### config.mk
export PLATFORM = sky130hd
export DESIGN_NAME = ide_dma_chunk_seq
export DESIGN_NICKNAME = d
export VERILOG_FILES = /design/src/rtl/ide_seq_pkg.sv /design/src/rtl/ide_seq_counters.sv /design/src/rtl/ide_seq_offset.sv /design/src/rtl/ide_seq_ctrl.sv /design/src/rtl/ide_dma_chunk_seq.sv
export SDC_FILE = /design/constraint.sdc
export NUM_CORES = 1
export LEC_CHECK = 0
export BUFFER_PORTS_ARGS = -buffer_cell sky130_fd_sc_hd__buf_2
export CAP_MARGIN = 0
export CORE_MARGIN = 2
export CORE_UTILIZATION = 40
export DETAILED_ROUTE_END_ITERATION = 8
export PLACE_DENSITY = 0.66
export RECOVER_POWER = 50
export SETUP_SLACK_MARGIN = 0.5
export SYNTH_ARGS = -nofsm -noshare
export SYNTH_HDL_FRONTEND = slang
export SYNTH_SLANG_ARGS = --single-unit
### constraint.sdc
create_clock -name clk -period 4.7 [get_ports clk]
set_input_delay 0.235 -clock clk [delete_from_list [all_inputs] [get_ports clk]]
set_output_delay 0.235 -clock clk [all_outputs]
set_load 0.01 [all_outputs]
### src/rtl/ide_seq_pkg.sv
// Shared types for the IDE DMA chunk sequencer.
// Assumes nothing beyond the encodings fixed here.
package ide_seq_pkg;

    // Storage operation codes; disk commands share codes 0..2, code 3 is illegal for a disk
    typedef enum logic [1:0] {
        OP_READ    = 2'd0,
        OP_WRITE   = 2'd1,
        OP_TRIM    = 2'd2,
        OP_BUFCOPY = 2'd3
    } st_op_e;

    typedef enum logic [1:0] {
        S_IDLE,
        S_EVAL,
        S_REQ,
        S_WAIT
    } seq_state_e;

    // Outcome of evaluating the current chunk
    typedef enum logic [2:0] {
        D_SKIP,
        D_DONE,
        D_EMPTY,
        D_COPY,
        D_BAD,
        D_ISSUE
    } seq_decide_e;

endpackage

### src/rtl/ide_seq_counters.sv
// Remaining / index counters for one transfer.
// Load takes priority. Advance moves bytes from remaining to index. Trim overwrites
// remaining (used by the non-block copy). Remaining is signed so that the
// "nothing owed" test is a signed compare against zero.
module ide_seq_counters #(
    parameter int CNT_W = 32
) (
    input  logic                    clk,
    input  logic                    rst_n,
    input  logic                    load_i,
    input  logic [CNT_W-1:0]        load_val_i,
    input  logic                    adv_i,
    input  logic [CNT_W-1:0]        adv_len_i,
    input  logic                    trim_i,
    input  logic [CNT_W-1:0]        trim_val_i,
    output logic signed [CNT_W-1:0] rem_o,
    output logic [CNT_W-1:0]        idx_o
);

    logic signed [CNT_W-1:0] rem_q;
    logic [CNT_W-1:0]        idx_q;

    // Counter update: reset, load, advance or trim
    always_ff @(posedge clk) begin
        if (!rst_n) begin
            rem_q <= '0;
            idx_q <= '0;
        end else if (load_i) begin
            rem_q <= $signed(load_val_i);
            idx_q <= '0;
        end else if (adv_i) begin
            rem_q <= rem_q - $signed(adv_len_i);
            idx_q <= idx_q + adv_len_i;
        end else if (trim_i) begin
            rem_q <= $signed(trim_val_i);
        end
    end

    assign rem_o = rem_q;
    assign idx_o = idx_q;

    // Issuing a chunk moves bytes between the counters without creating or losing any
    assert_sum_kept_R7: assert property (@(posedge clk) disable iff (!rst_n)
        (adv_i && !load_i) |=> ($unsigned(rem_q) + idx_q) == $past($unsigned(rem_q) + idx_q));

endmodule

### src/rtl/ide_seq_offset.sv
// Medium byte offset former.
// offset = (base << shift) + index. The base is the start sector with a 512-byte
// shift for a disk, or the start LBA with a 2048-byte shift for an optical drive.
// Assumes OFF_W is wide enough for both shifted bases.
module ide_seq_offset #(
    parameter int CNT_W      = 32,
    parameter int SECT_W     = 28,
    parameter int LBA_W      = 32,
    parameter int OFF_W      = 48,
    parameter int DISK_SHIFT = 9,
    parameter int OPT_SHIFT  = 11
) (
    input  logic              optical_i,
    input  logic [SECT_W-1:0] sector_i,
    input  logic [LBA_W-1:0]  lba_i,
    input  logic [CNT_W-1:0]  idx_i,
    output logic [OFF_W-1:0]  offset_o
);

    logic [OFF_W-1:0] disk_base;
    logic [OFF_W-1:0] opt_base;

    // Pick the shifted base for the drive type and add the running index
    always_comb begin
        disk_base = OFF_W'(sector_i) << DISK_SHIFT;
        opt_base  = OFF_W'(lba_i) << OPT_SHIFT;
        offset_o  = (optical_i ? opt_base : disk_base) + OFF_W'(idx_i);
    end

endmodule

### src/rtl/ide_seq_ctrl.sv
// Chunk sequencing FSM.
// IDLE takes a chunk, EVAL decides its outcome, REQ offers the storage request,
// and WAIT waits for storage done. A clean block done returns to EVAL with a zero
// length, so completion is detected in the same chunk. The start pulse is taken
// only in IDLE. Event outputs are registered one-cycle pulses.
module ide_seq_ctrl
    import ide_seq_pkg::*;
#(
    parameter int CNT_W  = 32,
    parameter int ADDR_W = 32,
    parameter int SECT_W = 28,
    parameter int LBA_W  = 32,
    parameter int OFF_W  = 48
) (
    input  logic                    clk,
    input  logic                    rst_n,
    input  logic                    start_i,
    input  logic                    start_optical_i,
    input  logic [1:0]              start_cmd_i,
    input  logic [SECT_W-1:0]       start_sector_i,
    input  logic [LBA_W-1:0]        start_lba_i,
    input  logic                    chunk_valid_i,
    output logic                    chunk_ready_o,
    input  logic [ADDR_W-1:0]       chunk_addr_i,
    input  logic [CNT_W-1:0]        chunk_len_i,
    output logic                    chunk_end_o,
    output logic                    chunk_skip_o,
    output logic                    st_valid_o,
    input  logic                    st_ready_i,
    output logic [1:0]              st_op_o,
    output logic [OFF_W-1:0]        st_offset_o,
    output logic [ADDR_W-1:0]       st_addr_o,
    output logic [CNT_W-1:0]        st_len_o,
    input  logic                    st_done_i,
    input  logic                    st_err_i,
    input  logic signed [CNT_W-1:0] rem_i,
    input  logic [OFF_W-1:0]        offset_i,
    output logic                    cnt_load_o,
    output logic                    cnt_adv_o,
    output logic [CNT_W-1:0]        cnt_adv_len_o,
    output logic                    cnt_trim_o,
    output logic [CNT_W-1:0]        cnt_trim_val_o,
    output logic                    x_optical_o,
    output logic [SECT_W-1:0]       x_sector_o,
    output logic [LBA_W-1:0]        x_lba_o,
    output logic                    active_o,
    output logic                    ready_seek_o,
    output logic                    drive_irq_o,
    output logic                    cmd_ok_o,
    output logic                    dma_err_o,
    output logic                    io_err_o,
    output logic                    bad_cmd_o
);

    seq_state_e        state_q;
    seq_decide_e       decide;
    st_op_e            op_q;
    logic              active_q, opt_q, rs_q;
    logic [1:0]        cmd_q;
    logic [SECT_W-1:0] sector_q;
    logic [LBA_W-1:0]  lba_q;
    logic [CNT_W-1:0]  cur_len_q;
    logic [ADDR_W-1:0] cur_addr_q;
    logic [OFF_W-1:0]  off_q;
    logic [ADDR_W-1:0] addr_q;
    logic [CNT_W-1:0]  len_q;
    logic              end_q, skip_q, irq_q, ok_q, derr_q, ierr_q, bad_q;
    logic              take_start, nonblock;
    logic [CNT_W-1:0]  copy_len;

    assign take_start = start_i && (state_q == S_IDLE);
    assign nonblock   = opt_q && (&lba_q);
    assign copy_len   = ($signed(cur_len_q) < rem_i) ? cur_len_q : $unsigned(rem_i);

    // Evaluation priority: disarmed, nothing owed, empty chunk, non-block copy, illegal, issue
    always_comb begin
        if (!active_q)                    decide = D_SKIP;
        else if (rem_i <= 0)              decide = D_DONE;
        else if (cur_len_q == '0)         decide = D_EMPTY;
        else if (nonblock)                decide = D_COPY;
        else if (!opt_q && cmd_q == 2'd3) decide = D_BAD;
        else                              decide = D_ISSUE;
    end

    // Counter controls derived from the evaluation outcome
    assign cnt_load_o     = take_start;
    assign cnt_adv_o      = (state_q == S_EVAL) && (decide == D_ISSUE);
    assign cnt_adv_len_o  = cur_len_q;
    assign cnt_trim_o     = (state_q == S_EVAL) && (decide == D_COPY);
    assign cnt_trim_val_o = copy_len;

    // Sequencer state, transfer parameters, request fields and event pulses
    always_ff @(posedge clk) begin
        if (!rst_n) begin
            state_q    <= S_IDLE;
            active_q   <= 1'b0;
            opt_q      <= 1'b0;
            cmd_q      <= 2'd0;
            sector_q   <= '0;
            lba_q      <= '0;
            rs_q       <= 1'b0;
            cur_len_q  <= '0;
            cur_addr_q <= '0;
            op_q       <= OP_READ;
            off_q      <= '0;
            addr_q     <= '0;
            len_q      <= '0;
            end_q      <= 1'b0;
            skip_q     <= 1'b0;
            irq_q      <= 1'b0;
            ok_q       <= 1'b0;
            derr_q     <= 1'b0;
            ierr_q     <= 1'b0;
            bad_q      <= 1'b0;
        end else begin
            end_q  <= 1'b0;
            skip_q <= 1'b0;
            irq_q  <= 1'b0;
            ok_q   <= 1'b0;
            derr_q <= 1'b0;
            ierr_q <= 1'b0;
            bad_q  <= 1'b0;
            if (take_start) begin
                active_q <= 1'b1;
                opt_q    <= start_optical_i;
                cmd_q    <= start_cmd_i;
                sector_q <= start_sector_i;
                lba_q    <= start_lba_i;
                rs_q     <= 1'b0;
            end
            case (state_q)
                S_IDLE: begin
                    if (chunk_valid_i) begin
                        cur_len_q  <= chunk_len_i;
                        cur_addr_q <= chunk_addr_i;
                        state_q    <= S_EVAL;
                    end
                end
                S_EVAL: begin
                    case (decide)
                        D_SKIP: begin
                            skip_q  <= 1'b1;
                            state_q <= S_IDLE;
                        end
                        D_DONE: begin
                            if (opt_q) begin
                                ok_q <= 1'b1;
                            end else begin
                                irq_q <= 1'b1;
                                rs_q  <= 1'b1;
                            end
                            active_q <= 1'b0;
                            end_q    <= 1'b1;
                            state_q  <= S_IDLE;
                        end
                        D_EMPTY: begin
                            end_q   <= 1'b1;
                            state_q <= S_IDLE;
                        end
                        D_COPY: begin
                            op_q      <= OP_BUFCOPY;
                            off_q     <= offset_i;
                            addr_q    <= cur_addr_q;
                            len_q     <= copy_len;
                            cur_len_q <= '0;
                            state_q   <= S_REQ;
                        end
                        D_BAD: begin
                            bad_q    <= 1'b1;
                            active_q <= 1'b0;
                            end_q    <= 1'b1;
                            state_q  <= S_IDLE;
                        end
                        default: begin
                            op_q      <= opt_q ? OP_READ : st_op_e'(cmd_q);
                            off_q     <= offset_i;
                            addr_q    <= cur_addr_q;
                            len_q     <= cur_len_q;
                            cur_len_q <= '0;
                            state_q   <= S_REQ;
                        end
                    endcase
                end
                S_REQ: begin
                    if (st_ready_i) state_q <= S_WAIT;
                end
                default: begin
                    if (st_done_i) begin
                        if (st_err_i) begin
                            if (opt_q) ierr_q <= 1'b1;
                            else       derr_q <= 1'b1;
                            active_q <= 1'b0;
                            end_q    <= 1'b1;
                            state_q  <= S_IDLE;
                        end else if (op_q == OP_BUFCOPY) begin
                            ok_q     <= 1'b1;
                            active_q <= 1'b0;
                            end_q    <= 1'b1;
                            state_q  <= S_IDLE;
                        end else begin
                            state_q <= S_EVAL;
                        end
                    end
                end
            endcase
        end
    end

    assign chunk_ready_o = (state_q == S_IDLE);
    assign st_valid_o    = (state_q == S_REQ);
    assign st_op_o       = op_q;
    assign st_offset_o   = off_q;
    assign st_addr_o     = addr_q;
    assign st_len_o      = len_q;
    assign chunk_end_o   = end_q;
    assign chunk_skip_o  = skip_q;
    assign x_optical_o   = opt_q;
    assign x_sector_o    = sector_q;
    assign x_lba_o       = lba_q;
    assign active_o      = active_q;
    assign ready_seek_o  = rs_q;
    assign drive_irq_o   = irq_q;
    assign cmd_ok_o      = ok_q;
    assign dma_err_o     = derr_q;
    assign io_err_o      = ierr_q;
    assign bad_cmd_o     = bad_q;

    // A stalled request keeps its contents
    assert_req_hold_R11: assert property (@(posedge clk) disable iff (!rst_n)
        (st_valid_o && !st_ready_i) |=> (st_valid_o && $stable(st_offset_o) && $stable(st_len_o)));

    // Requests exist only inside an armed transfer and never with zero length
    assert_req_armed_R6: assert property (@(posedge clk) disable iff (!rst_n)
        st_valid_o |-> (active_o && st_len_o != '0));

    // Event pulses never overlap
    assert_one_event_R12: assert property (@(posedge clk) disable iff (!rst_n)
        $onehot0({chunk_skip_o, cmd_ok_o, drive_irq_o, dma_err_o, io_err_o, bad_cmd_o}));

    // Ending events coincide with a disarmed sequencer
    assert_end_disarms_R12: assert property (@(posedge clk) disable iff (!rst_n)
        (cmd_ok_o || drive_irq_o || dma_err_o || io_err_o || bad_cmd_o) |-> !active_o);

    // A dropped chunk is only reported while disarmed, never with chunk_end
    assert_skip_disarmed_R3: assert property (@(posedge clk) disable iff (!rst_n)
        chunk_skip_o |-> (!active_o && !chunk_end_o));

    // Completion or error pulses last a single cycle
    assert_pulse_short_R12: assert property (@(posedge clk) disable iff (!rst_n)
        (chunk_end_o || chunk_skip_o) |=> !(chunk_end_o || chunk_skip_o));

endmodule

### src/rtl/ide_dma_chunk_seq.sv
// Top of the IDE DMA chunk transfer sequencer.
// Ties the FSM, the counters and the offset former together and forms the
// counter load value. Assumes NSECT_W + DISK_SHIFT <= CNT_W.
module ide_dma_chunk_seq #(
    parameter int CNT_W      = 32,
    parameter int ADDR_W     = 32,
    parameter int NSECT_W    = 16,
    parameter int SECT_W     = 28,
    parameter int LBA_W      = 32,
    parameter int OFF_W      = 48,
    parameter int DISK_SHIFT = 9,
    parameter int OPT_SHIFT  = 11
) (
    input  logic                     clk,
    input  logic                     rst_n,
    input  logic                     start_i,
    input  logic                     start_optical_i,
    input  logic [1:0]               start_cmd_i,
    input  logic [NSECT_W-1:0]       start_nsect_i,
    input  logic [CNT_W-1:0]         start_pkt_bytes_i,
    input  logic [SECT_W-1:0]        start_sector_i,
    input  logic [LBA_W-1:0]         start_lba_i,
    input  logic                     chunk_valid_i,
    output logic                     chunk_ready_o,
    input  logic [ADDR_W-1:0]        chunk_addr_i,
    input  logic [CNT_W-1:0]         chunk_len_i,
    output logic                     chunk_end_o,
    output logic                     chunk_skip_o,
    output logic                     st_valid_o,
    input  logic                     st_ready_i,
    output logic [1:0]               st_op_o,
    output logic [OFF_W-1:0]         st_offset_o,
    output logic [ADDR_W-1:0]        st_addr_o,
    output logic [CNT_W-1:0]         st_len_o,
    input  logic                     st_done_i,
    input  logic                     st_err_i,
    output logic                     active_o,
    output logic signed [CNT_W-1:0]  remaining_o,
    output logic [CNT_W-1:0]         index_o,
    output logic                     ready_seek_o,
    output logic                     drive_irq_o,
    output logic                     cmd_ok_o,
    output logic                     dma_err_o,
    output logic                     io_err_o,
    output logic                     bad_cmd_o
);

    localparam int PAD_W = CNT_W - NSECT_W;

    logic              cnt_load, cnt_adv, cnt_trim;
    logic [CNT_W-1:0]  cnt_adv_len, cnt_trim_val, load_val;
    logic              x_opt;
    logic [SECT_W-1:0] x_sector;
    logic [LBA_W-1:0]  x_lba;
    logic [OFF_W-1:0]  offset;

    // Byte count owed at start: packet size, or sectors times the sector size
    always_comb begin
        if (start_optical_i) load_val = start_pkt_bytes_i;
        else                 load_val = {{PAD_W{1'b0}}, start_nsect_i} << DISK_SHIFT;
    end

    ide_seq_ctrl #(
        .CNT_W (CNT_W),
        .ADDR_W(ADDR_W),
        .SECT_W(SECT_W),
        .LBA_W (LBA_W),
        .OFF_W (OFF_W)
    ) u_ctrl (
        .clk            (clk),
        .rst_n          (rst_n),
        .start_i        (start_i),
        .start_optical_i(start_optical_i),
        .start_cmd_i    (start_cmd_i),
        .start_sector_i (start_sector_i),
        .start_lba_i    (start_lba_i),
        .chunk_valid_i  (chunk_valid_i),
        .chunk_ready_o  (chunk_ready_o),
        .chunk_addr_i   (chunk_addr_i),
        .chunk_len_i    (chunk_len_i),
        .chunk_end_o    (chunk_end_o),
        .chunk_skip_o   (chunk_skip_o),
        .st_valid_o     (st_valid_o),
        .st_ready_i     (st_ready_i),
        .st_op_o        (st_op_o),
        .st_offset_o    (st_offset_o),
        .st_addr_o      (st_addr_o),
        .st_len_o       (st_len_o),
        .st_done_i      (st_done_i),
        .st_err_i       (st_err_i),
        .rem_i          (remaining_o),
        .offset_i       (offset),
        .cnt_load_o     (cnt_load),
        .cnt_adv_o      (cnt_adv),
        .cnt_adv_len_o  (cnt_adv_len),
        .cnt_trim_o     (cnt_trim),
        .cnt_trim_val_o (cnt_trim_val),
        .x_optical_o    (x_opt),
        .x_sector_o     (x_sector),
        .x_lba_o        (x_lba),
        .active_o       (active_o),
        .ready_seek_o   (ready_seek_o),
        .drive_irq_o    (drive_irq_o),
        .cmd_ok_o       (cmd_ok_o),
        .dma_err_o      (dma_err_o),
        .io_err_o       (io_err_o),
        .bad_cmd_o      (bad_cmd_o)
    );

    ide_seq_counters #(
        .CNT_W(CNT_W)
    ) u_cnt (
        .clk       (clk),
        .rst_n     (rst_n),
        .load_i    (cnt_load),
        .load_val_i(load_val),
        .adv_i     (cnt_adv),
        .adv_len_i (cnt_adv_len),
        .trim_i    (cnt_trim),
        .trim_val_i(cnt_trim_val),
        .rem_o     (remaining_o),
        .idx_o     (index_o)
    );

    ide_seq_offset #(
        .CNT_W     (CNT_W),
        .SECT_W    (SECT_W),
        .LBA_W     (LBA_W),
        .OFF_W     (OFF_W),
        .DISK_SHIFT(DISK_SHIFT),
        .OPT_SHIFT (OPT_SHIFT)
    ) u_off (
        .optical_i(x_opt),
        .sector_i (x_sector),
        .lba_i    (x_lba),
        .idx_i    (index_o),
        .offset_o (offset)
    );

endmodule

---- After elaboration in Yosys (flattened, before gate mapping) ----
Index checks and enable logic that the tools add are counted.
Widths: inputs -> output; s select.
storage, ports and cells
  word-level logic and storage cells ...... 115
  register bits after elaboration ......... 316
  bits of input ports ..................... 182
  output and inout port bits .............. 189
cells by class
  bitwise operators ....................... 4
  equal/unequal tests ..................... 12
  add/sub/neg operators ................... 3
  $lt $le $gt $ge ......................... 2
  mux-type cells .......................... 47
  reduce and logical (&&, ||, !) cells .... 25
operator list
  operator             count
  $mux 32              7
  $pmux 32 s2          2
  $add 43x32->44       1
  $mux 43              1
  $add 32x32->32       1
  $le 32x1->1 const B  1
  $logic_not 32->1     1
  $lt 32x32->1         1
  $reduce_and 32->1    1
  $sub 32x32->32       1
  $mux 1               22
  $mux 2               6
  $mux 3               4
  $reduce_and 3->1     3
  $eq 2x2->1 const B   3
  $eq 3x2->1 const B   2
  $eq 3x3->1 const B   2
  $pmux 1 s2           3
  $pmux 2 s3           1
  $reduce_and 2->1     3
  $reduce_or 2->1      3
  $reduce_or 6->1      1
  $logic_and 1x1->1    5
  $ne 2x2->1 const B   2
  13 further kinds     16

---- Logic depth before layout (Yosys ltp) ----
Gate-level depths: netlist of the first run.
  word-level depth ........................ 12
  depth in mapped cells ................... 15
  gate-level depth less buffers ........... 13

---- Cells and area by module ----
Synthesis of the first run repeated with hierarchy kept, for this count alone.
unflattened totals
  cells, all modules ...................... 2503
  area total of the unflattened synthesis .. 19819.0 um^2
modules (own cells, without submodules)
  module             cells each  area an instance (um^2)  seq. area each (um^2)  times used
  ide_seq_ctrl       1445        11656.2                  5044.8                 1
  ide_seq_counters   760         5949.5                   1281.2                 1
  ide_seq_offset     263         1905.6                   0.0                    1
  ide_dma_chunk_seq  35          307.8                    0.0                    1

---- Worst setup path before layout of the first run ----
OpenSTA, ideal clock, no wires.
  kind .................................... reg-to-reg
  start ................................... register u_ctrl.opt_q, in the netlist u_ctrl.x_optical_o
  end ..................................... register u_ctrl.off_q[35], in the netlist u_ctrl.st_offset_o[35]
  library setup time ...................... 0.115 ns
  clock period less this slack ............ 3.845 ns
  arrival time ............................ 3.730 ns
  path buffers ............................ 2
  slack ................................... 0.855 ns
  data required time ...................... 4.585 ns
  cell stages (with the launch flop) ...... 15
  path through ............................ dfxtp_1 > buf_2 > clkbuf_1 > mux2_2 > ha_1 > or3_4 > a2111oi_2 > nor3_1 > o41ai_4 > o21ai_2 > a2111o_1 > or4b_1 > xnor2_1 > o21ai_1 > and2_1
between the ends
  word-level cells in the longest chain between the ends .. 11
  elaborated cells on any way between the ends .. 17
  classes of those cells .................. 1 x add/sub; 3 x eq/ne; 6 x mux; 1 x bitwise; 6 x reduce/logical
ends and longest elaborated chain
  item                                      RTL line             RTL
  start, declared                           ide_seq_ctrl.sv:58   logic active_q, opt_q, rs_q;
  start signal, assigned                    ide_seq_ctrl.sv:125  opt_q <= start_optical_i;
  $logic_not 1->1                           ide_seq_ctrl.sv:81   else if (!opt_q && cmd_q == 2'd3) decide = D_BAD;
  $logic_and 1x1->1                         ide_seq_ctrl.sv:81
  $mux 1                                    ide_seq_ctrl.sv:81
  $mux 3                                    ide_seq_ctrl.sv:80   else if (nonblock) decide = D_COPY;
  $mux 3                                    ide_seq_ctrl.sv:79   else if (cur_len_q == '0) decide = D_EMPTY;
  $mux 3                                    ide_seq_ctrl.sv:78   else if (rem_i <= 0) decide = D_DONE;
  $mux 3                                    ide_seq_ctrl.sv:77   if (!active_q) decide = D_SKIP;
  $eq 3x2->1, or another cell as far along  ide_seq_ctrl.sv:140  case (decide)
  $reduce_or 4->1 (no source line)          -
  $not 1->1 (no source line)                -
  $reduce_and 2->1 (no source line)         -
  end signal, assigned                      ide_seq_ctrl.sv:162  off_q <= offset_i;
  end signal, assigned                      ide_seq_ctrl.sv:176  off_q <= offset_i;
  end, declared                             ide_seq_ctrl.sv:64   logic [OFF_W-1:0] off_q;
Several ways; a longest one is shown, not always the timed one.
A chain may end at the register's enable or synchronous reset.

---- Final worst setup path of the first run ----
  start ................................... register u_cnt.rem_q[30], in the netlist u_cnt.rem_o[30]
  end ..................................... register u_cnt.rem_q[16], in the netlist u_cnt.rem_o[16]
between the ends
  word-level cells in the longest chain between the ends .. 7
  elaborated cells on any way between the ends .. 13
  classes of those cells .................. 2 x order compare; 2 x eq/ne; 6 x mux; 3 x reduce/logical
ends and longest elaborated chain
  item                    RTL line                RTL
  start, declared         ide_seq_counters.sv:20  logic signed [CNT_W-1:0] rem_q;
  start signal, assigned  ide_seq_counters.sv:29  rem_q <= $signed(load_val_i);
  start signal, assigned  ide_seq_counters.sv:32  rem_q <= rem_q - $signed(adv_len_i);
  start signal, assigned  ide_seq_counters.sv:35  rem_q <= $signed(trim_val_i);
  $le 32x1->1             ide_seq_ctrl.sv:78
  $mux 3                  ide_seq_ctrl.sv:78
  $mux 3                  ide_seq_ctrl.sv:77
  $eq 3x3->1              ide_seq_ctrl.sv:87      assign cnt_adv_o = (state_q == S_EVAL) && (decide == D_ISSUE);
  $logic_and 1x1->1       ide_seq_ctrl.sv:87
  $mux 32                 ide_seq_counters.sv:31  end else if (adv_i) begin
  $mux 32                 ide_seq_counters.sv:28  end else if (load_i) begin
Several ways; a longest one is shown, not always the timed one. The select of a mux whose other input is x is not followed.

==> flow_summary.yaml, run 1 <==
run_status:
  status: "complete, but fails checks"
  failed_checks: "max-capacitance violations, max-slew violations"
global_routing:
  groute.layer.met3.usage_pct: 5.45
  top_usage_layer: "met2"
  remaining_overflow_grt: 0
  grt_pass1_wl_um: 102000
  grt_pass1_vias: 17661
  track_usage_pct: 28.9
  globalRouteMet1Util_pct: 36.7
  antenna_found_initial: 3
  use_met2_pct: 48.3
  grt_start_max_net_pins: 167
floorplan:
  std_cell_rows: 76
  io_pins: 371
  die-area_um2: 45700
  design.core.area_um2: 43300
  initial_core_util_pct: 40.7
  chipHeight_um: 214
  die-width_um: 214
logic_synthesis:
  ys_top_cells_by_area: "dfxtp_1, nand2_1, a21boi_0"
  synth_most_common_cell: "nand2_1"
  synth.lib_cells_used.distinct: 73
  synth-seq-area-share_pct: 35.5
  synth_enable_flop_cells: 0
  netlist.area_leader.share_pct: 35.5
  post_synth.cell_area_avg_um2: 7.93
  ys_seq_elements: 312
  yosysWarnings: 0
  synthDominantAreaCellType: "dfxtp_1"
  syn-instance-count: 2221
  synth_top_flop_cell: "dfxtp_1"
  post_synthesis_cell_area_um2: 17600
  synthTopCellsByCount: "nand2_1, dfxtp_1, a21boi_0"
  asyncSetResetFlopFracSynth_pct: 0
routing:
  wl_final_um: 68500
  dr_total_vias: 18406
  routed_wire_length_per_instance_um: 20.9
  detailedRoute.firstIterationViolations: 1785
  route.antenna.remaining_nets: 0
  via_per_instance_ratio: 5.63
  drc_errors: 0
  drt_pre_antenna_iters: 6
clock_network:
  cts_max_path_buffers: 3
  cts-buffers-inserted: 37
  tritoncts: "yes"
  clkSinkCount: 312
  worstSkewPairLatency_ns: 0.58
  buffer_count_from_post_cts_setup_fixing: 0
  htree_levels: 2
  clk_transition_reported_paths_ns: 0.06
  root_buffer: "clkbuf_16"
power_and_ir_drop:
  p_clk_share_pct: 38.0
  share_comb_of_total_power_pct: 25.2
  power_density_nw_per_um2: 358
  power.leakage_nw: 9.02
  p_sw_mw: 2.59
  switching_part_of_the_total_power_pct: 32.3
  pwr-share-seq_pct: 36.8
  cellInternalPower_mw: 5.41
  peakVddDrop_v: 0.000235
timing:
  finalMaxSlewViolations: 238
  accumulated_negative_setup_slack_ns: 0
  final-hold-violation-count: 0
  max_freq_mhz: 250
  min_period_over_period_pct: 85.0
  min_clock_period_post_route_ns: 4.00
  timing.final.setup_violations: 0
  timing_worst_slew_pin_value_ns: 2.80
  final.setup_skew_ns: 0.0253
  unrepaired_setup_endpoints_after_global_routing: "yes"
  slew-limit-headroom_pct: -86.5
final_layout:
  postLayoutCoreUtil_pct: 51.7
  flow.area_growth_from_synthesis_pct: 27.0
  layout.filler_cells: 4201
  n_antenna_cell: 0
  multi_input_gate_area_um2: 10600
  final_layout_size_suffix_gt1_share_pct: 13.2
  final_net_count: 2931
  area.sequential_um2: 6250
critical_path:
  worst_setup_startpoint: "u_cnt.rem_o[30]"
  reg2reg_slack_ns: 0.70
  crit_path_end_kind: "flop"
  worst-endpoint-required_ns: 5.13
  r2r_cells: 10
  critPathArrivalTime_ns: 4.43
  regToRegEndpoint: "u_cnt.rem_o[16]"
  crit_type: "reg2reg"
  crit_fanout: 17
  rr_startpoint: "u_cnt.rem_o[30]"
  crit_path_start_kind: "flop"
  crit_end: "u_cnt.rem_o[16]"
min_path:
  hold_class: "in2reg"
job:
  drv.max_cap_violation_count: 2
placement:
  port_buffers: 366
  gp_congestion: 0.958
  post-dp-hpwl_um: 48700
-- power groups by stage --
stage | logic, mW | clock network (mW) | registers, mW
global route | 2.19 | 3.19 | 2.95
CTS | 1.98 | 3.10 | 2.93
finish | 2.02 | 3.04 | 2.94
detailed placement | 1.89 | 0 | 2.99
floorplan | 1.23 | 0 | 2.96
global placement | 1.89 | 0 | 2.99
-- worst max-delay path: stages, from the launching register on --
cell	delay (ns)
dfxtp_1	0.31
clkbuf_1	0.21
nor4_1	0.39
nand4_1	0.24
o21bai_1	0.78
nor2_1	0.18
and3_2	0.42
nor2_2	0.74
nand2_1	0.28
o21ai_0	0.21
a21oi_1	0.09
-- cell type report --
class / instances / area share [%]
multi-input combinational: 1705 / 47.4
sequential: 312 / 27.9
timing repair buffer: 549 / 14.8
clock buffer: 50 / 4.68
tap: 585 / 3.27
clock inverter: 13 / 0.990
inverter: 55 / 0.923
-- stage by stage --
stage	total power, mW	instances	hold WS [ns]	cell area, um2	worst slack (ns)
final	8.00	3269	0.0237	22400	0.705
after global routing	8.32	3269	0.0352	22400	0.404
after CTS	8.01	3268	0.00295	22600	0.595
after detailed placement	4.88	3073	0.440	20000	0.617
after floorplan	4.19	2224	0.380	17600	0.855
after global placement	4.88	3073	0.436	20000	0.683
-- state kept, by name (all words and copies together), names as in the netlist, 2 cells and up --
signal	cells
u_ctrl.st_offset_o	44
u_cnt.idx_o	32
u_cnt.rem_o	32
u_ctrl.cnt_adv_len_o	32
u_ctrl.cur_addr_q	32
u_ctrl.st_addr_o	32
u_ctrl.st_len_o	32
u_ctrl.x_lba_o	32
u_ctrl.x_sector_o	28
u_ctrl.cmd_q	2
u_ctrl.st_op_o	2
u_ctrl.state_q	2
-- logic make-up after synthesis --
| kind of cell | share of synthesized area (%) |
|---|---|
| flip-flops | 35.5 |
| AND/OR/NAND/NOR | 20.6 |
| XOR/XNOR | 3.33 |
| other | 0.0213 |
| AO/OA/AOI/OAI | 25.7 |
| adder cells (fa/ha/maj) | 6.45 |
| buffers and inverters | 4.75 |
| multiplexers | 3.60 |
-- worst min path at each step --
stage / from / end / slack (ns) / cells past startpoint
finish: start_pkt_bytes_i[25] / u_cnt.rem_o[25] / 0.02 / 3
floorplan: start_cmd_i[0] / u_ctrl.cmd_q[0] / 0.38 / 2
CTS: start_pkt_bytes_i[25] / u_cnt.rem_o[25] / 0.003 / 3
global placement: u_ctrl.ready_seek_o / u_ctrl.ready_seek_o / 0.44 / 1
global route: chunk_len_i[25] / u_ctrl.cnt_adv_len_o[25] / 0.04 / 3
detailed placement: u_ctrl.ready_seek_o / u_ctrl.ready_seek_o / 0.44 / 1
-- layout by cell type (no fill, tap or decap), types with 42 or more instances in the layout --
cell type        n
ha_1            86
o21ai_0        116
xnor2_1         43
inv_1           55
buf_2          185
nand3_1         79
dfxtp_1        311
clkbuf_1       192
nand2_1        469
buf_4           42
a21o_1          44
a21oi_1        138
nor2_1          71
a21boi_0       210
dlygate4sd3_1  132
-- repair_timing --
| item | 4_1_cts | 5_1_grt |
|---|---|---|
| setup endpoints to repair | 0 | 38 |
| hold buffers | 132 | 0 |
| gates resized for setup | 0 | 5 |
| hold endpoints to repair | 133 | 0 |
-- layer usage --
metal | part of all wire (%) | wire length (um)
met1 | 42 | 28600
met2 | 47 | 32000
met3 | 7.9 | 5380
met4 | 3.6 | 2480
met5 | 0.019 | 13
(Power assumes the default switching activity.)
==> run 2, diff against run 1 <==
--- a/config.mk
+++ b/config.mk
@@ -11,7 +11,7 @@
 export CORE_UTILIZATION = 40
 export DETAILED_ROUTE_END_ITERATION = 8
 export PLACE_DENSITY = 0.66
-export RECOVER_POWER = 50
+export RECOVER_POWER = 100
 export SETUP_SLACK_MARGIN = 0.5
 export SYNTH_ARGS = -nofsm -noshare
 export SYNTH_HDL_FRONTEND = slang
==> run 2 against run 1 <==
Against the previous run:
- the flow still finishes with violations (max-capacitance violations, max-slew violations)
- critical path depth is the same
- wire length barely moved
- first-iteration DRC count is 2.8% lower
- register-to-register slack got worse by 0.24 ns
- combinational power about the same
- critical path type unchanged
- highest routed layer is now met4
==> flow_summary.yaml, run 2 (synthesis gave the netlist of run 1 again) <==
floorplan:
  die-area_um2: 45700
  die-width_um: 214
  design.core.area_um2: 43300
  initial_core_util_pct: 40.7
  std_cell_rows: 76
  chipHeight_um: 214
  io_pins: 371
final_layout:
  largest_register_ffs: 44
  multi_input_gate_area_um2: 10600
  area.sequential_um2: 6250
  postLayoutCoreUtil_pct: 51.6
  flow.area_growth_from_synthesis_pct: 26.9
  final_common_cell: "nand2_1"
  most-common-layout-cells: "nand2_1, dfxtp_1, a21boi_0, clkbuf_1, buf_2"
  final_layout_size_suffix_gt1_share_pct: 12.9
  final_net_count: 2931
  layout.filler_cells: 4205
critical_path:
  reg2reg_slack_ns: 0.46
  crit_type: "reg2reg"
  r2r_cells: 10
  critical-path-top-delay-family: "simple AND/OR/NAND/NOR gates"
  crit_path_end_kind: "flop"
  crit_path_cell_trace: "clkbuf_1 -> nor4_1 -> nand4_1 -> o21bai_1 -> nor2_1 -> nand3_1 -> clkbuf_2 -> nor4_1 -> a221oi_1 -> a21oi_1"
  rr_startpoint: "u_cnt.rem_o[30]"
  crit_fanout: 36
  critical_path_s_largest_stage_delay_ns: 0.79
  regToRegEndpoint: "u_cnt.rem_o[29]"
  worst_setup_startpoint: "u_cnt.rem_o[30]"
  worst-endpoint-required_ns: 5.12
  slowest_stage: "clkbuf_2"
  critPathArrivalTime_ns: 4.66
  crit_path_start_kind: "flop"
  worst_path_most_repeated_cell: "nor4_1"
  worst-path-buf-inv: 2
power_and_ir_drop:
  power_mw: 8.00
  power_density_nw_per_um2: 358
  power.leakage_nw: 9.00
  peakVddDrop_v: 0.000235
timing:
  accumulated_negative_setup_slack_ns: 0
  unrepaired_setup_endpoints_after_global_routing: "yes"
  finalMaxSlewViolations: 272
  max_freq_mhz: 236
  min_period_over_period_pct: 90.2
  finalWorstSetupSlack_ns: 0.461
  timing.final.setup_violations: 0
  final.setup_skew_ns: 0.0256
  final-hold-violation-count: 0
  min_clock_period_post_route_ns: 4.24
  timing_worst_slew_pin_value_ns: 2.80
  slew-limit-headroom_pct: -86.9
min_path:
  whs_path_cells: 3
  hold_end: "u_cnt.rem_o[6]"
  timing.hold.worst.start: "start_pkt_bytes_i[6]"
  hold_class: "in2reg"
routing:
  routed_wire_length_per_instance_um: 20.9
  top_signal_layer_used: "met4"
  via_per_instance_ratio: 5.61
  drt_pre_antenna_iters: 6
  routed-wl-met2_um: 32200
  route.antenna.remaining_nets: 0
  detailedRoute.firstIterationViolations: 1735
  wl_met3_um: 5750
  dr_total_vias: 18366
  wl_met1_um: 28300
  wl_final_um: 68500
  drc_errors: 0
job:
  drv.max_cap_violation_count: 3
clock_network:
  buffer_count_from_post_cts_setup_fixing: 0
  htree_levels: 2
  clk_transition_reported_paths_ns: 0.06
  cts_max_path_buffers: 3
  root_buffer: "clkbuf_16"
  worstSkewPairLatency_ns: 0.58
  tritoncts: "yes"
  clkSinkCount: 312
  cts-buffers-inserted: 37
placement:
  port_buffers: 366
  post-dp-hpwl_um: 48700
  gp_congestion: 0.958
  worst_setup_timing_slack_at_the_placement_stage_ns: 0.617
run_status:
  failed_checks: "max-capacitance violations, max-slew violations"
  status: "complete, but fails checks"
global_routing:
  track_usage_pct: 28.9
  grt_pass1_wl_um: 102000
  remaining_overflow_grt: 0
  antenna_found_initial: 3
  grt_pass1_vias: 17661
  grt_start_max_net_pins: 167
-- run 2: cell count changes in the layout (fill, tap and decap cells not counted), sizes merged --
cell    delta
buf        -5
clkbuf     +5
diode      +2
-- run 2: worst max path at each step --
stage	endpoint	slack, ns	depth (start not counted)
floorplan	u_ctrl.st_offset_o[35]	0.86	14
global placement	u_ctrl.st_len_o[23]	0.68	13
detailed placement	u_ctrl.st_offset_o[40]	0.62	12
CTS	u_ctrl.st_len_o[16]	0.59	11
global route	u_ctrl.st_offset_o[35]	0.23	12
finish	u_cnt.rem_o[29]	0.46	10
-- run 2: per-stage QoR --
step / instance area [um2] / hold slack, ns / std cells
3_3_place_gp: 20000 / 0.436 / 3073
5_1_grt: 22300 / 0.0352 / 3269
3_5_place_dp: 20000 / 0.440 / 3073
2_1_floorplan: 17600 / 0.380 / 2224
4_1_cts: 22600 / 0.00295 / 3268
6_report: 22300 / 0.0333 / 3271
-- run 2: layout make-up --
type	count	share of cell area (%)
timing repair buffer	549	14.8
antenna	2	0.0224
inverter	55	0.924
tap	585	3.28
clock inverter	13	0.992
multi-input combinational	1705	47.4
clock buffer	50	4.68
sequential	312	28.0
-- run 2: what timing repair did --
| item | in CTS | in global routing |
|---|---|---|
| hold buffers | 132 | 0 |
| endpoints found under the hold margin | 133 | 0 |
| gates resized for setup | 0 | 5 |
| endpoints found under the setup margin | 0 | 38 |
-- run 2: where the power goes --
| group | switching (mW) | leakage, nW | internal, mW |
|---|---|---|---|
| sequential | 0.160 | 2.54 | 2.78 |
| clock | 1.20 | 0.616 | 1.84 |
| combinational | 1.23 | 5.84 | 0.787 |
| total | 2.59 | 9.00 | 5.41 |
-- run 2: metal layers --
metal | GRT usage [%] | vias to the layer above
met1 | 36.7 | 8702
met3 | 5.45 | 133
met5 | 0 | -
met2 | 48.3 | 785
met4 | 11.3 | 0
li1 | - | 8746
-- run 2: worst reg2reg max path: cells and delay by family, from the launching register on --
family / cells / cell delay, ns
and+or+nand+nor: 5 / 1.47
AOI/OAI and AO/OA: 3 / 1.31
DFF: 1 / 0.31
buffers and inverters: 2 / 1.01
==> run 3, diff against run 2 <==
--- a/config.mk
+++ b/config.mk
@@ -7,7 +7,6 @@
 export LEC_CHECK = 0
 export BUFFER_PORTS_ARGS = -buffer_cell sky130_fd_sc_hd__buf_2
 export CAP_MARGIN = 0
-export CORE_MARGIN = 2
 export CORE_UTILIZATION = 40
 export DETAILED_ROUTE_END_ITERATION = 8
 export PLACE_DENSITY = 0.66
==> run 3 against run 2 <==
Against the previous run:
- the flow still finishes with violations (max-capacitance violations, max-slew violations)
- sequential share of layout area increased by 0.15 points
- via count down 0.42%
- die area fell by 1.9%
- global-route usage down 0.22 points
- power shrank 3.8%
- setup slack improved by 0.15 ns
- final cell count grew 0.12%
- clock power shrank 8.2%
- register-to-register slack gained 0.15 ns
- critical path depth rose by 2
- clock-buffer cell count rose by 7
==> flow_summary.yaml, run 3 (synthesis gave the netlist of run 1 again) <==
final_layout:
  final_net_count: 2932
  layout.filler_cells: 4185
  final_layout_size_suffix_gt1_share_pct: 12.7
  final_common_cell: "nand2_1"
  largest_register_ffs: 44
  most-common-layout-cells: "nand2_1, dfxtp_1, a21boi_0, clkbuf_1, buf_2"
  multi_input_gate_area_um2: 10500
  flow.area_growth_from_synthesis_pct: 26.2
  area.sequential_um2: 6250
timing:
  timing.final.setup_violations: 0
  min_period_over_period_pct: 87.1
  timing_worst_slew_pin_value_ns: 2.27
  finalMaxSlewViolations: 233
  final.setup_skew_ns: 0.0137
  finalWorstSetupSlack_ns: 0.607
  min_clock_period_post_route_ns: 4.09
  accumulated_negative_setup_slack_ns: 0
  final-hold-violation-count: 0
  max_freq_mhz: 244
  unrepaired_setup_endpoints_after_global_routing: "no"
  slew-limit-headroom_pct: -51.3
placement:
  gp_congestion: 0.960
  post-dp-hpwl_um: 47700
  port_buffers: 366
  worst_setup_timing_slack_at_the_placement_stage_ns: 0.513
critical_path:
  crit_path_end_kind: "flop"
  worst-endpoint-required_ns: 5.13
  crit_path_start_kind: "flop"
  crit_fanout: 12
  critPathArrivalTime_ns: 4.52
  reg2reg_slack_ns: 0.61
  crit_type: "reg2reg"
routing:
  detailedRoute.firstIterationViolations: 1397
  drc_errors: 0
  routed_wire_length_per_instance_um: 20.2
  dr_total_vias: 18288
  drt_pre_antenna_iters: 6
  route.antenna.remaining_nets: 0
  wl_final_um: 66100
  via_per_instance_ratio: 5.58
power_and_ir_drop:
  power_density_nw_per_um2: 346
  power.leakage_nw: 8.94
  power_mw: 7.69
  peakVddDrop_v: 0.000284
clock_network:
  buffer_count_from_post_cts_setup_fixing: 0
  cts-buffers-inserted: 37
  cts_max_path_buffers: 3
  clk_transition_reported_paths_ns: 0.06
  htree_levels: 2
  worstSkewPairLatency_ns: 0.57
  clkSinkCount: 312
  root_buffer: "clkbuf_16"
  tritoncts: "yes"
global_routing:
  antenna_found_initial: 2
  grt_start_max_net_pins: 117
  remaining_overflow_grt: 0
  grt_pass1_wl_um: 99400
  track_usage_pct: 28.7
  grt_pass1_vias: 17350
floorplan:
  io_pins: 371
  initial_core_util_pct: 40.7
  chipHeight_um: 212
  die-width_um: 212
  design.core.area_um2: 43300
  die-area_um2: 44900
  std_cell_rows: 76
job:
  drv.max_cap_violation_count: 3
run_status:
  status: "complete, but fails checks"
  failed_checks: "max-capacitance violations, max-slew violations"
min_path:
  hold_class: "in2reg"
run 3: stage by stage:
step | hold WS, ns | utilization, % | area [um2] | cells
2_1_floorplan | 0.380 | - | 17600 | 2224
3_3_place_gp | 0.442 | 46.2 | 20000 | 3074
3_5_place_dp | 0.442 | 46.2 | 20000 | 3074
4_1_cts | 0.000940 | 52.0 | 22500 | 3273
5_1_grt | 0.0180 | 51.3 | 22200 | 3273
6_report | 0.0346 | 51.3 | 22200 | 3275
run 3: worst max-delay path, cell delays in order, from the launching register on:
cell and delay (ns):
dfxtp_1 0.53, inv_1 0.09, ha_1 0.40, and2_0 0.29, nand3_1 0.17, nor4_1 0.37, a21oi_1 0.13, nor2b_1 0.32
nor2_1 0.59, buf_4 0.34, mux2_2 0.36, a221oi_1 0.26, a21oi_1 0.12
run 3: metal layers:
metal	vias up	wire (um)	global-route usage, %
met1	8643	27800	36.3
met2	744	30500	46.9
met4	0	2610	11.2
met5	-	0	0
li1	8750	-	-
met3	151	5220	6.69
run 3: cell type report:
| cell class | instances | area share, % |
|---|---|---|
| Antenna cell | 2 | 0.0225 |
| Sequential cell | 312 | 28.1 |
| Inverter | 55 | 0.929 |
| Timing Repair Buffer | 551 | 14.9 |
| Clock inverter | 9 | 0.332 |
| Multi-Input combinational cell | 1704 | 47.5 |
| Tap cell | 585 | 3.29 |
| Clock buffer | 57 | 4.91 |
run 3: path summary, 6_finish.rpt:
| kind | startpoint | endpoint | depth (start not counted) |
|---|---|---|---|
| max | u_ctrl.cnt_adv_len_o[22] | u_cnt.rem_o[25] | 12 |
| min | chunk_len_i[25] | u_ctrl.cnt_adv_len_o[25] | 3 |
| max reg2reg | u_ctrl.cnt_adv_len_o[22] | u_cnt.rem_o[25] | 12 |
| min reg2reg | u_ctrl.ready_seek_o | u_ctrl.ready_seek_o | 1 |
run 3: power by group:
| part | switching, mW | internal, mW | total (mW) |
|---|---|---|---|
| registers | 0.171 | 2.78 | 2.95 |
| logic | 1.17 | 0.782 | 1.95 |
| clock network | 1.18 | 1.61 | 2.79 |
run 3: repair_timing:
| action | CTS | global route |
|---|---|---|
| gates resized for setup | 0 | 3 |
| setup endpoints to repair | 0 | 6 |
| hold buffers | 133 | 0 |
| endpoints found under the hold margin | 134 | 0 |
